===== src/rtl/dcd_pkg.sv =====
package dcd_pkg;
  typedef enum logic {
    SRC_DICT = 1'b0,
    SRC_RAW  = 1'b1
  } word_src_e;

  function automatic int unsigned ceil_div(input int unsigned a, input int unsigned b);
    return (a + b - 1) / b;
  endfunction
endpackage


===== src/rtl/dcd_dict_ram.sv =====
module dcd_dict_ram #(
  parameter int WORD_W = 8,
  parameter int DEPTH  = 8,
  localparam int AW    = (DEPTH > 1) ? $clog2(DEPTH) : 1
) (
  input  logic              clk,
  input  logic              we,
  input  logic [AW-1:0]     waddr,
  input  logic [WORD_W-1:0] wdata,
  input  logic              re,
  input  logic [AW-1:0]     raddr,
  output logic [WORD_W-1:0] rdata
);
  logic [WORD_W-1:0] mem [DEPTH];

  // single write port, registered read: maps onto one block RAM
  always_ff @(posedge clk) begin
    if (we) mem[waddr] <= wdata;
    if (re) rdata <= mem[raddr];
  end
endmodule


===== src/rtl/dcd_load_ctrl.sv =====
module dcd_load_ctrl #(
  parameter int DEPTH = 8,
  localparam int AW   = (DEPTH > 1) ? $clog2(DEPTH) : 1
) (
  input  logic          clk,
  input  logic          rst,
  input  logic          we,
  output logic [AW-1:0] waddr
);
  always_ff @(posedge clk) begin
    if (rst) begin
      waddr <= '0;
    end else if (we) begin
      if (waddr == AW'(DEPTH - 1)) waddr <= '0;
      else                         waddr <= waddr + AW'(1);
    end
  end
endmodule


===== src/rtl/dcd_cw_parser.sv =====
module dcd_cw_parser
  import dcd_pkg::*;
#(
  parameter int CODE_W   = 4,
  parameter int CHAINS   = 8,
  localparam int IDX_W   = CODE_W - 1,
  localparam int SLOTS   = (CHAINS + CODE_W - 1) / CODE_W,
  localparam int SW      = (SLOTS > 1) ? $clog2(SLOTS) : 1,
  localparam int BUF_W   = SLOTS * CODE_W
) (
  input  logic              clk,
  input  logic              rst,
  input  logic              cw_valid,
  input  logic [CODE_W-1:0] cw_data,
  input  logic              hold,
  output logic              rd_en,
  output logic [IDX_W-1:0]  rd_idx,
  output logic              s1_valid,
  output word_src_e         s1_src,
  output logic [CHAINS-1:0] s1_raw,
  output logic              busy
);
  logic              take;
  logic              flag;
  logic [SW-1:0]     slot;
  logic [BUF_W-1:0]  raw_buf;
  logic [BUF_W-1:0]  raw_nxt;
  logic              last_slot;

  assign take      = cw_valid && !hold;
  assign flag      = cw_data[CODE_W-1];
  assign rd_en     = take && !busy && !flag;
  assign rd_idx    = cw_data[IDX_W-1:0];
  assign last_slot = (slot == SW'(SLOTS - 1));

  always_comb begin
    raw_nxt = raw_buf;
    raw_nxt[slot*CODE_W +: CODE_W] = cw_data;
  end

  always_ff @(posedge clk) begin
    if (rst) begin
      busy     <= 1'b0;
      slot     <= '0;
      raw_buf  <= '0;
      s1_valid <= 1'b0;
      s1_src   <= SRC_DICT;
      s1_raw   <= '0;
    end else begin
      s1_valid <= 1'b0;
      if (take) begin
        if (busy) begin
          raw_buf <= raw_nxt;
          if (last_slot) begin
            busy     <= 1'b0;
            slot     <= '0;
            s1_valid <= 1'b1;
            s1_src   <= SRC_RAW;
            s1_raw   <= raw_nxt[CHAINS-1:0];
          end else begin
            slot <= slot + SW'(1);
          end
        end else if (flag) begin
          busy    <= 1'b1;
          slot    <= '0;
          raw_buf <= '0;
        end else begin
          s1_valid <= 1'b1;
          s1_src   <= SRC_DICT;
        end
      end
    end
  end
endmodule


===== src/rtl/dcd_scan_drive.sv =====
module dcd_scan_drive
  import dcd_pkg::*;
#(
  parameter int CHAINS    = 8,
  parameter int CHAIN_LEN = 4,
  localparam int CW       = (CHAIN_LEN > 1) ? $clog2(CHAIN_LEN) : 1
) (
  input  logic              clk,
  input  logic              rst,
  input  logic              s1_valid,
  input  word_src_e         s1_src,
  input  logic [CHAINS-1:0] s1_raw,
  input  logic [CHAINS-1:0] dict_q,
  output logic [CHAINS-1:0] scan_in,
  output logic              scan_en,
  output logic              pattern_done
);
  logic [CW-1:0] word_cnt;
  logic          at_end;

  assign at_end = (word_cnt == CW'(CHAIN_LEN - 1));

  always_ff @(posedge clk) begin
    if (rst) begin
      scan_in      <= '0;
      scan_en      <= 1'b0;
      pattern_done <= 1'b0;
      word_cnt     <= '0;
    end else begin
      scan_en      <= s1_valid;
      pattern_done <= s1_valid && at_end;
      if (s1_valid) begin
        scan_in  <= (s1_src == SRC_RAW) ? s1_raw : dict_q;
        word_cnt <= at_end ? '0 : word_cnt + CW'(1);
      end
    end
  end
endmodule


===== src/rtl/dict_scan_decomp.sv =====
module dict_scan_decomp
  import dcd_pkg::*;
#(
  parameter int CHAINS    = 8,
  parameter int CODE_W    = 4,
  parameter int CHAIN_LEN = 4,
  localparam int IDX_W    = CODE_W - 1,
  localparam int DEPTH    = 1 << IDX_W
) (
  input  logic              clk,
  input  logic              rst,
  input  logic              dict_we,
  input  logic [CHAINS-1:0] dict_wdata,
  input  logic              cw_valid,
  input  logic [CODE_W-1:0] cw_data,
  output logic [CHAINS-1:0] scan_in,
  output logic              scan_en,
  output logic              pattern_done
);
  logic [IDX_W-1:0]  waddr;
  logic              rd_en;
  logic [IDX_W-1:0]  rd_idx;
  logic [CHAINS-1:0] dict_q;
  logic              s1_valid;
  word_src_e         s1_src;
  logic [CHAINS-1:0] s1_raw;
  logic              asm_busy;

  dcd_load_ctrl #(.DEPTH(DEPTH)) u_load (
    .clk(clk), .rst(rst), .we(dict_we), .waddr(waddr)
  );

  dcd_dict_ram #(.WORD_W(CHAINS), .DEPTH(DEPTH)) u_ram (
    .clk(clk), .we(dict_we), .waddr(waddr), .wdata(dict_wdata),
    .re(rd_en), .raddr(rd_idx), .rdata(dict_q)
  );

  dcd_cw_parser #(.CODE_W(CODE_W), .CHAINS(CHAINS)) u_parse (
    .clk(clk), .rst(rst), .cw_valid(cw_valid), .cw_data(cw_data),
    .hold(dict_we), .rd_en(rd_en), .rd_idx(rd_idx),
    .s1_valid(s1_valid), .s1_src(s1_src), .s1_raw(s1_raw), .busy(asm_busy)
  );

  dcd_scan_drive #(.CHAINS(CHAINS), .CHAIN_LEN(CHAIN_LEN)) u_drive (
    .clk(clk), .rst(rst), .s1_valid(s1_valid), .s1_src(s1_src),
    .s1_raw(s1_raw), .dict_q(dict_q), .scan_in(scan_in),
    .scan_en(scan_en), .pattern_done(pattern_done)
  );
endmodule


===== config.mk =====
export PLATFORM = sky130hd
export DESIGN_NAME = dict_scan_decomp
export DESIGN_NICKNAME = d
export VERILOG_FILES = /design/src/rtl/dcd_pkg.sv /design/src/rtl/dcd_dict_ram.sv /design/src/rtl/dcd_load_ctrl.sv /design/src/rtl/dcd_cw_parser.sv /design/src/rtl/dcd_scan_drive.sv /design/src/rtl/dict_scan_decomp.sv
export SDC_FILE = /design/constraint.sdc
export NUM_CORES = 1
export LEC_CHECK = 0
export ABC_CLOCK_PERIOD_IN_PS = 1900
export CAP_MARGIN = 5
export CORE_UTILIZATION = 40
export DETAILED_ROUTE_END_ITERATION = 16
export GPL_ROUTABILITY_DRIVEN = 0
export SYNTH_ARGS = -nofsm -noshare
export SYNTH_HDL_FRONTEND = slang
export SYNTH_HIERARCHICAL = 1
export SYNTH_SLANG_ARGS = --single-unit
export TNS_END_PERCENT = 30

===== constraint.sdc =====
create_clock -name clk -period 1.9 [get_ports clk]
set_input_delay 0.19 -clock clk [delete_from_list [all_inputs] [get_ports clk]]
set_output_delay 0.19 -clock clk [all_outputs]
set_load 0.1 [all_outputs]

==> impl_metrics.py, run 1 <==
metrics = {
    "outcome": {
        "outcome": "completed",
    },
    "route": {
        "drtIter0Drc": 80,
        "wl_per_cell_um": 16.2,
        "ant_nets": 0,
        "drtPass1Iterations": 4,
        "drc": 0,
        "via_per_inst": 4.93,
        "vias": 2101,
        "drt_wl_total_um": 6890,
    },
    "clocking": {
        "post-cts-setup-buffer-count": 0,
        "cts.sinks": 103,
        "cts_tree": "built",
        "post_cts_resized": 0,
        "cts_hold_buf": 0,
        "clock_latency_ps": 360,
        "clk_pin_slew_worst_paths_ps": 100,
        "cts_root_buf": "clkbuf_8",
        "cts_buffers": 9,
        "clockBufferDepth": 2,
        "h-tree-depth": 3,
    },
    "floorplanning": {
        "core-area_um2": 9910,
        "die_x_um": 104,
        "fp-row-count": 36,
        "pin_count": 26,
        "dieArea_um2": 10700,
        "die_y_um": 104,
        "start_util_pct": 41.7,
    },
    "setup_path": {
        "critPathMaxStageDelay_ps": 570,
        "cp.required_ps": 2020,
        "cp_num_buf_inv": 2,
        "cp_cell_sequence": "clkdlybuf4s50_1 > buf_12 > mux4_1 > mux2_2",
        "path_class": "input port to flip-flop",
        "crit_path_start_kind": "input port",
        "critical_path.top_delay_family": "multiplexers",
        "startpoint": "cw_data[0]",
        "path_max_fanout": 17,
        "r2r_start": "u_ram/mem[3][2]",
        "crit_path_top_delay_cell": "mux4_1",
        "cp.arrival_ps": 1740,
        "critPathCaptureType": "flip-flop",
    },
    "logic_synthesis": {
        "netlist_top_cells_count": "edfxtp_1 (72), dfxtp_1 (31), nor2_1 (20)",
        "synth_most_common_cell": "edfxtp_1",
        "ys_seq_area_share_pct": 67.3,
        "async_flop_share_pct": 0,
        "syn_avg_cell_area_um2": 16.3,
        "syn_area_um2": 4140,
        "synth_seq_cells": 103,
        "yosys.area.top_type_share_pct": 52.3,
        "synth_cells": 253,
        "synth.distinct_cells": 35,
        "synth_edf_count": 72,
        "synth_top_cell_by_area": "edfxtp_1",
        "synthTopCellsByArea": "edfxtp_1 (52%), dfxtp_1 (15%), mux4_1 (9.5%)",
        "syn-num-nets": 272,
        "synthFlopType": "edfxtp_1",
        "yosysWarnings": 6,
    },
    "global_routing": {
        "antenna_found_initial": 0,
        "grt_pass1_wl_um": 11100,
        "grt_use_met1_pct": 17.0,
        "grt_pass1_vias": 2093,
        "use_met2_pct": 23.0,
        "grt_util_met3_pct": 4.28,
        "grt_max_degree": 33,
        "grt_util_all_layers_pct": 13.8,
        "gr-total-overflow": 0,
        "grt_busiest_layer": "met2",
    },
    "final_layout": {
        "final_nets": 307,
        "drive_gt1_share_pct": 18.4,
        "syn2layout_area_growth_pct": 14.6,
        "fillers": 821,
        "num_antenna_cells": 0,
        "utilization_pct": 47.8,
    },
    "timing": {
        "skew_ps": 7.48,
        "drv_slew": 0,
        "post-route-min-period_ps": 1620,
        "tightestPinTransition_ps": 533,
        "maxSlewHeadroom_pct": 64.4,
        "fin_setup_tns_ps": 0,
        "clock.fmax_mhz": 617,
        "finalSetupViolCount": 0,
        "rsz0062_at_grt": "no",
        "finalCritPeriodShare_pct": 85.3,
        "hold_viol": 0,
    },
    "run": {
        "max-cap-violations": 0,
    },
    "worst_hold_path": {
        "holdCritStartpoint": "u_parse/s1_raw[5]",
        "hp-class": "flip-flop to flip-flop",
    },
    "pwr": {
        "p_per_area_nw_per_um2": 867,
        "power.leakage_nw": 1.62,
        "max-vdd-ir-drop_mv": 0.398,
    },
    "placed_design": {
        "io_buffers": 25,
        "hpwlAfterDp_um": 4350,
    },
}
-- through the flow --
stage          worst slack, ps  cells  hold slack, ps  total power, W  instance area, um^2
6_report                   279    426             459         0.00411                 4740
5_1_grt                    275    426             491         0.00427                 4740
4_1_cts                    287    426             461         0.00415                 4740
3_5_place_dp              -101    410             447         0.00283                 4540
3_3_place_gp             -62.2    410             441         0.00282                 4540
2_1_floorplan              336    253             252         0.00272                 4140
-- layer usage --
layer,vias up,routed length (um)
met5,-,0
met4,0,59
met3,7,232
met2,41,3440
met1,1015,3160
li1,1038,-
-- final cells by class --
type                            instances  area, um^2  share of cell area [%]
Inverter                                1        3.75                  0.0792
Clock buffer                            9         124                    2.61
Tap cell                              133         166                    3.51
Clock inverter                          7        71.3                    1.50
Timing Repair Buffer                   41         383                    8.08
Sequential cell                       103        2780                    58.7
Multi-Input combinational cell        132        1210                    25.5
-- layout by cell type (no fill, tap or decap), types with 2 or more instances in the layout --
| cell | instances |
|---|---|
| nor3_1 | 3 |
| clkdlybuf4s50_1 | 15 |
| dfxtp_1 | 31 |
| o2bb2ai_1 | 3 |
| a211oi_1 | 8 |
| clkbuf_8 | 9 |
| mux2_2 | 8 |
| nand2b_1 | 13 |
| clkinv_4 | 2 |
| nor2_1 | 20 |
| and4b_1 | 2 |
| edfxtp_1 | 72 |
| buf_12 | 3 |
| mux4_1 | 15 |
| ha_1 | 3 |
| buf_4 | 23 |
| nand2_1 | 18 |
| mux2i_1 | 11 |
| clkinv_1 | 2 |
| a21oi_1 | 13 |
| or3b_1 | 2 |
-- cells by family (layout without fill, tap and decap cells) --
family | after synthesis | count (layout) | share of synthesized area, %
DFF | 103 | 103 | 67.3
and+or+nand+nor | 66 | 66 | 8.90
muxes | 35 | 35 | 14.9
AOI/OAI and AO/OA | 28 | 28 | 4.51
buffers and inverters | 18 | 58 | 3.48
adders and majority gates | 3 | 3 | 0.908
-- final timing paths --
| kind | slack, ps | depth (start not counted) | end |
|---|---|---|---|
| worst max register to register | 500 | 2 | u_ram/rdata[2] |
| worst min-delay path | 460 | 2 | u_parse/s1_raw[5] |
| worst min register to register | 460 | 2 | u_parse/s1_raw[5] |
| worst max-delay path | 280 | 4 | u_ram/rdata[4] |
-- state kept, by name (all words and copies together), names as in the netlist, 2 cells and up --
register and cells:
u_drive/scan_in 8, u_drive/word_cnt 2, u_load/waddr 3, u_parse/raw_buf 4, u_parse/s1_raw 8, u_ram/mem 64, u_ram/rdata 8
-- worst register-to-register path: cells and delay by family, from the launching register on --
family / cells / cell delay (ps)
mux: 2 / 780
flops: 1 / 380
-- where the power goes --
part / internal (W) / switching (W)
registers: 0.00245 / 0.0000233
logic: 0.000135 / 0.000168
clock network: 0.000609 / 0.000725
No activity file was read; power rests on OpenSTA's default activity.
==> inputs of run 2 (changes only) <==
==> constraint.sdc (replaced) <==
create_clock -name clk -period 1.9 [get_ports clk]
set_input_delay 0.38 -clock clk [delete_from_list [all_inputs] [get_ports clk]]
set_output_delay 0.38 -clock clk [all_outputs]
set_load 0.1 [all_outputs]
==> impl_metrics.py, run 2 (synthesis results as in run 1) <==
metrics = {
    "outcome": {
        "outcome": "completed",
    },
    "setup_path": {
        "cp.required_ps": 2010,
        "startpoint": "cw_data[0]",
        "crit_path_top_delay_cell": "mux4_1",
        "critPathMaxStageDelay_ps": 560,
        "cp_cell_sequence": "clkdlybuf4s50_1 > buf_12 > mux4_1 > mux2_2",
        "path_class": "input port to flip-flop",
        "r2r_start": "u_ram/mem[2][4]",
        "crit_path_start_kind": "input port",
        "cp.arrival_ps": 1930,
        "path_max_fanout": 18,
        "critPathCaptureType": "flip-flop",
    },
    "final_layout": {
        "finalNonFillerCells": 431,
        "final_nets": 312,
        "drive_gt1_share_pct": 20.5,
        "finalInstanceArea_um2": 4800,
        "largest_reg_flops": 64,
        "largest-register": "u_ram/mem",
        "layout_commonest_cell": "edfxtp_1",
        "num_antenna_cells": 0,
        "syn2layout_area_growth_pct": 16.2,
        "most-common-layout-cells": "edfxtp_1 (72), dfxtp_1 (31), buf_4 (27)",
        "fillers": 831,
    },
    "route": {
        "drc": 0,
        "via_per_inst": 4.94,
        "drtIter0Drc": 71,
        "drtPass1Iterations": 4,
        "wl_per_cell_um": 16.1,
        "vias": 2131,
        "ant_nets": 0,
        "drt_wl_total_um": 6940,
    },
    "clocking": {
        "clockBufferDepth": 2,
        "h-tree-depth": 3,
        "cts.sinks": 103,
        "cts_root_buf": "clkbuf_8",
        "post_cts_resized": 0,
        "cts_buffers": 9,
        "cts_hold_buf": 0,
        "clock_latency_ps": 360,
        "clk_pin_slew_worst_paths_ps": 90,
        "post-cts-setup-buffer-count": 0,
        "cts_tree": "built",
    },
    "pwr": {
        "power.leakage_nw": 1.66,
        "power_w": 0.00420,
        "max-vdd-ir-drop_mv": 0.575,
        "p_per_area_nw_per_um2": 875,
    },
    "global_routing": {
        "grt_pass1_vias": 2088,
        "gr-total-overflow": 0,
        "antenna_found_initial": 0,
        "grt_max_degree": 33,
        "grt_util_all_layers_pct": 13.8,
        "grt_pass1_wl_um": 11200,
    },
    "timing": {
        "finalCritPeriodShare_pct": 95.6,
        "fin_ws_ps": 83.7,
        "tightestPinTransition_ps": 552,
        "post-route-min-period_ps": 1820,
        "rsz0062_at_grt": "no",
        "hold_viol": 0,
        "drv_slew": 0,
        "skew_ps": 14.7,
        "finalSetupViolCount": 0,
        "maxSlewHeadroom_pct": 63.1,
        "clock.fmax_mhz": 551,
        "hold_slack_ps": 459,
    },
    "floorplanning": {
        "start_util_pct": 41.7,
        "fp-row-count": 36,
        "pin_count": 26,
        "dieArea_um2": 10700,
        "core-area_um2": 9910,
        "die_y_um": 104,
        "die_x_um": 104,
    },
    "worst_hold_path": {
        "hp-class": "flip-flop to flip-flop",
        "holdCritStartpoint": "u_parse/s1_raw[6]",
    },
    "placed_design": {
        "hpwlAfterDp_um": 4670,
        "placed_area_um2": 4590,
        "dp.cells": 415,
        "io_buffers": 25,
        "dp_slack_ps": -282,
    },
    "run": {
        "max-cap-violations": 0,
    },
}
run 2: cell types whose count changed in the layout (fill, tap and decap cells not counted):
cell	before	now
buf_12	3	4
buf_4	23	27
clkinv_1	2	0
clkinv_4	2	1
inv_6	1	2
inv_8	0	2
run 2: where the power goes:
part	switching (W)	internal, W
Combinational	0.000170	0.000140
Sequential	0.0000233	0.00245
Clock	0.000784	0.000639
run 2: layout make-up:
type                       count  area [um^2]  area share (%)
clock buffer                   9          124            2.58
tap                          133          166            3.46
timing repair buffer          46          433            9.01
inverter                       1         3.75          0.0781
sequential                   103         2780            57.9
clock inverter                 7         86.3            1.80
multi-input combinational    132         1210            25.2
run 2: final timing paths:
check,end,slack [ps],depth (start not counted)
worst max-delay path,u_ram/rdata[4],80,4
worst min-delay path,u_parse/s1_raw[6],460,2
worst max register to register,u_ram/rdata[4],490,2
worst min register to register,u_parse/s1_raw[6],460,2
run 2: stage by stage:
step | TNS, ps | util, %
2_1_floorplan | 0 | -
3_3_place_gp | -2060 | 46.4
3_5_place_dp | -2160 | 46.4
4_1_cts | 0 | 48.5
5_1_grt | 0 | 48.5
6_report | 0 | 48.5
run 2: critical path, delay by kind of cell:
| kind | cells | cell delay, ps |
|---|---|---|
| mux | 2 | 840 |
| buf+inv | 2 | 700 |
run 2: per-layer routing:
| layer | track usage, % | wire length, um |
|---|---|---|
| met1 | 17.1 | 3180 |
| met2 | 23.5 | 3480 |
| met3 | 3.90 | 208 |
| met4 | 4.29 | 78 |
| met5 | 0 | 0 |
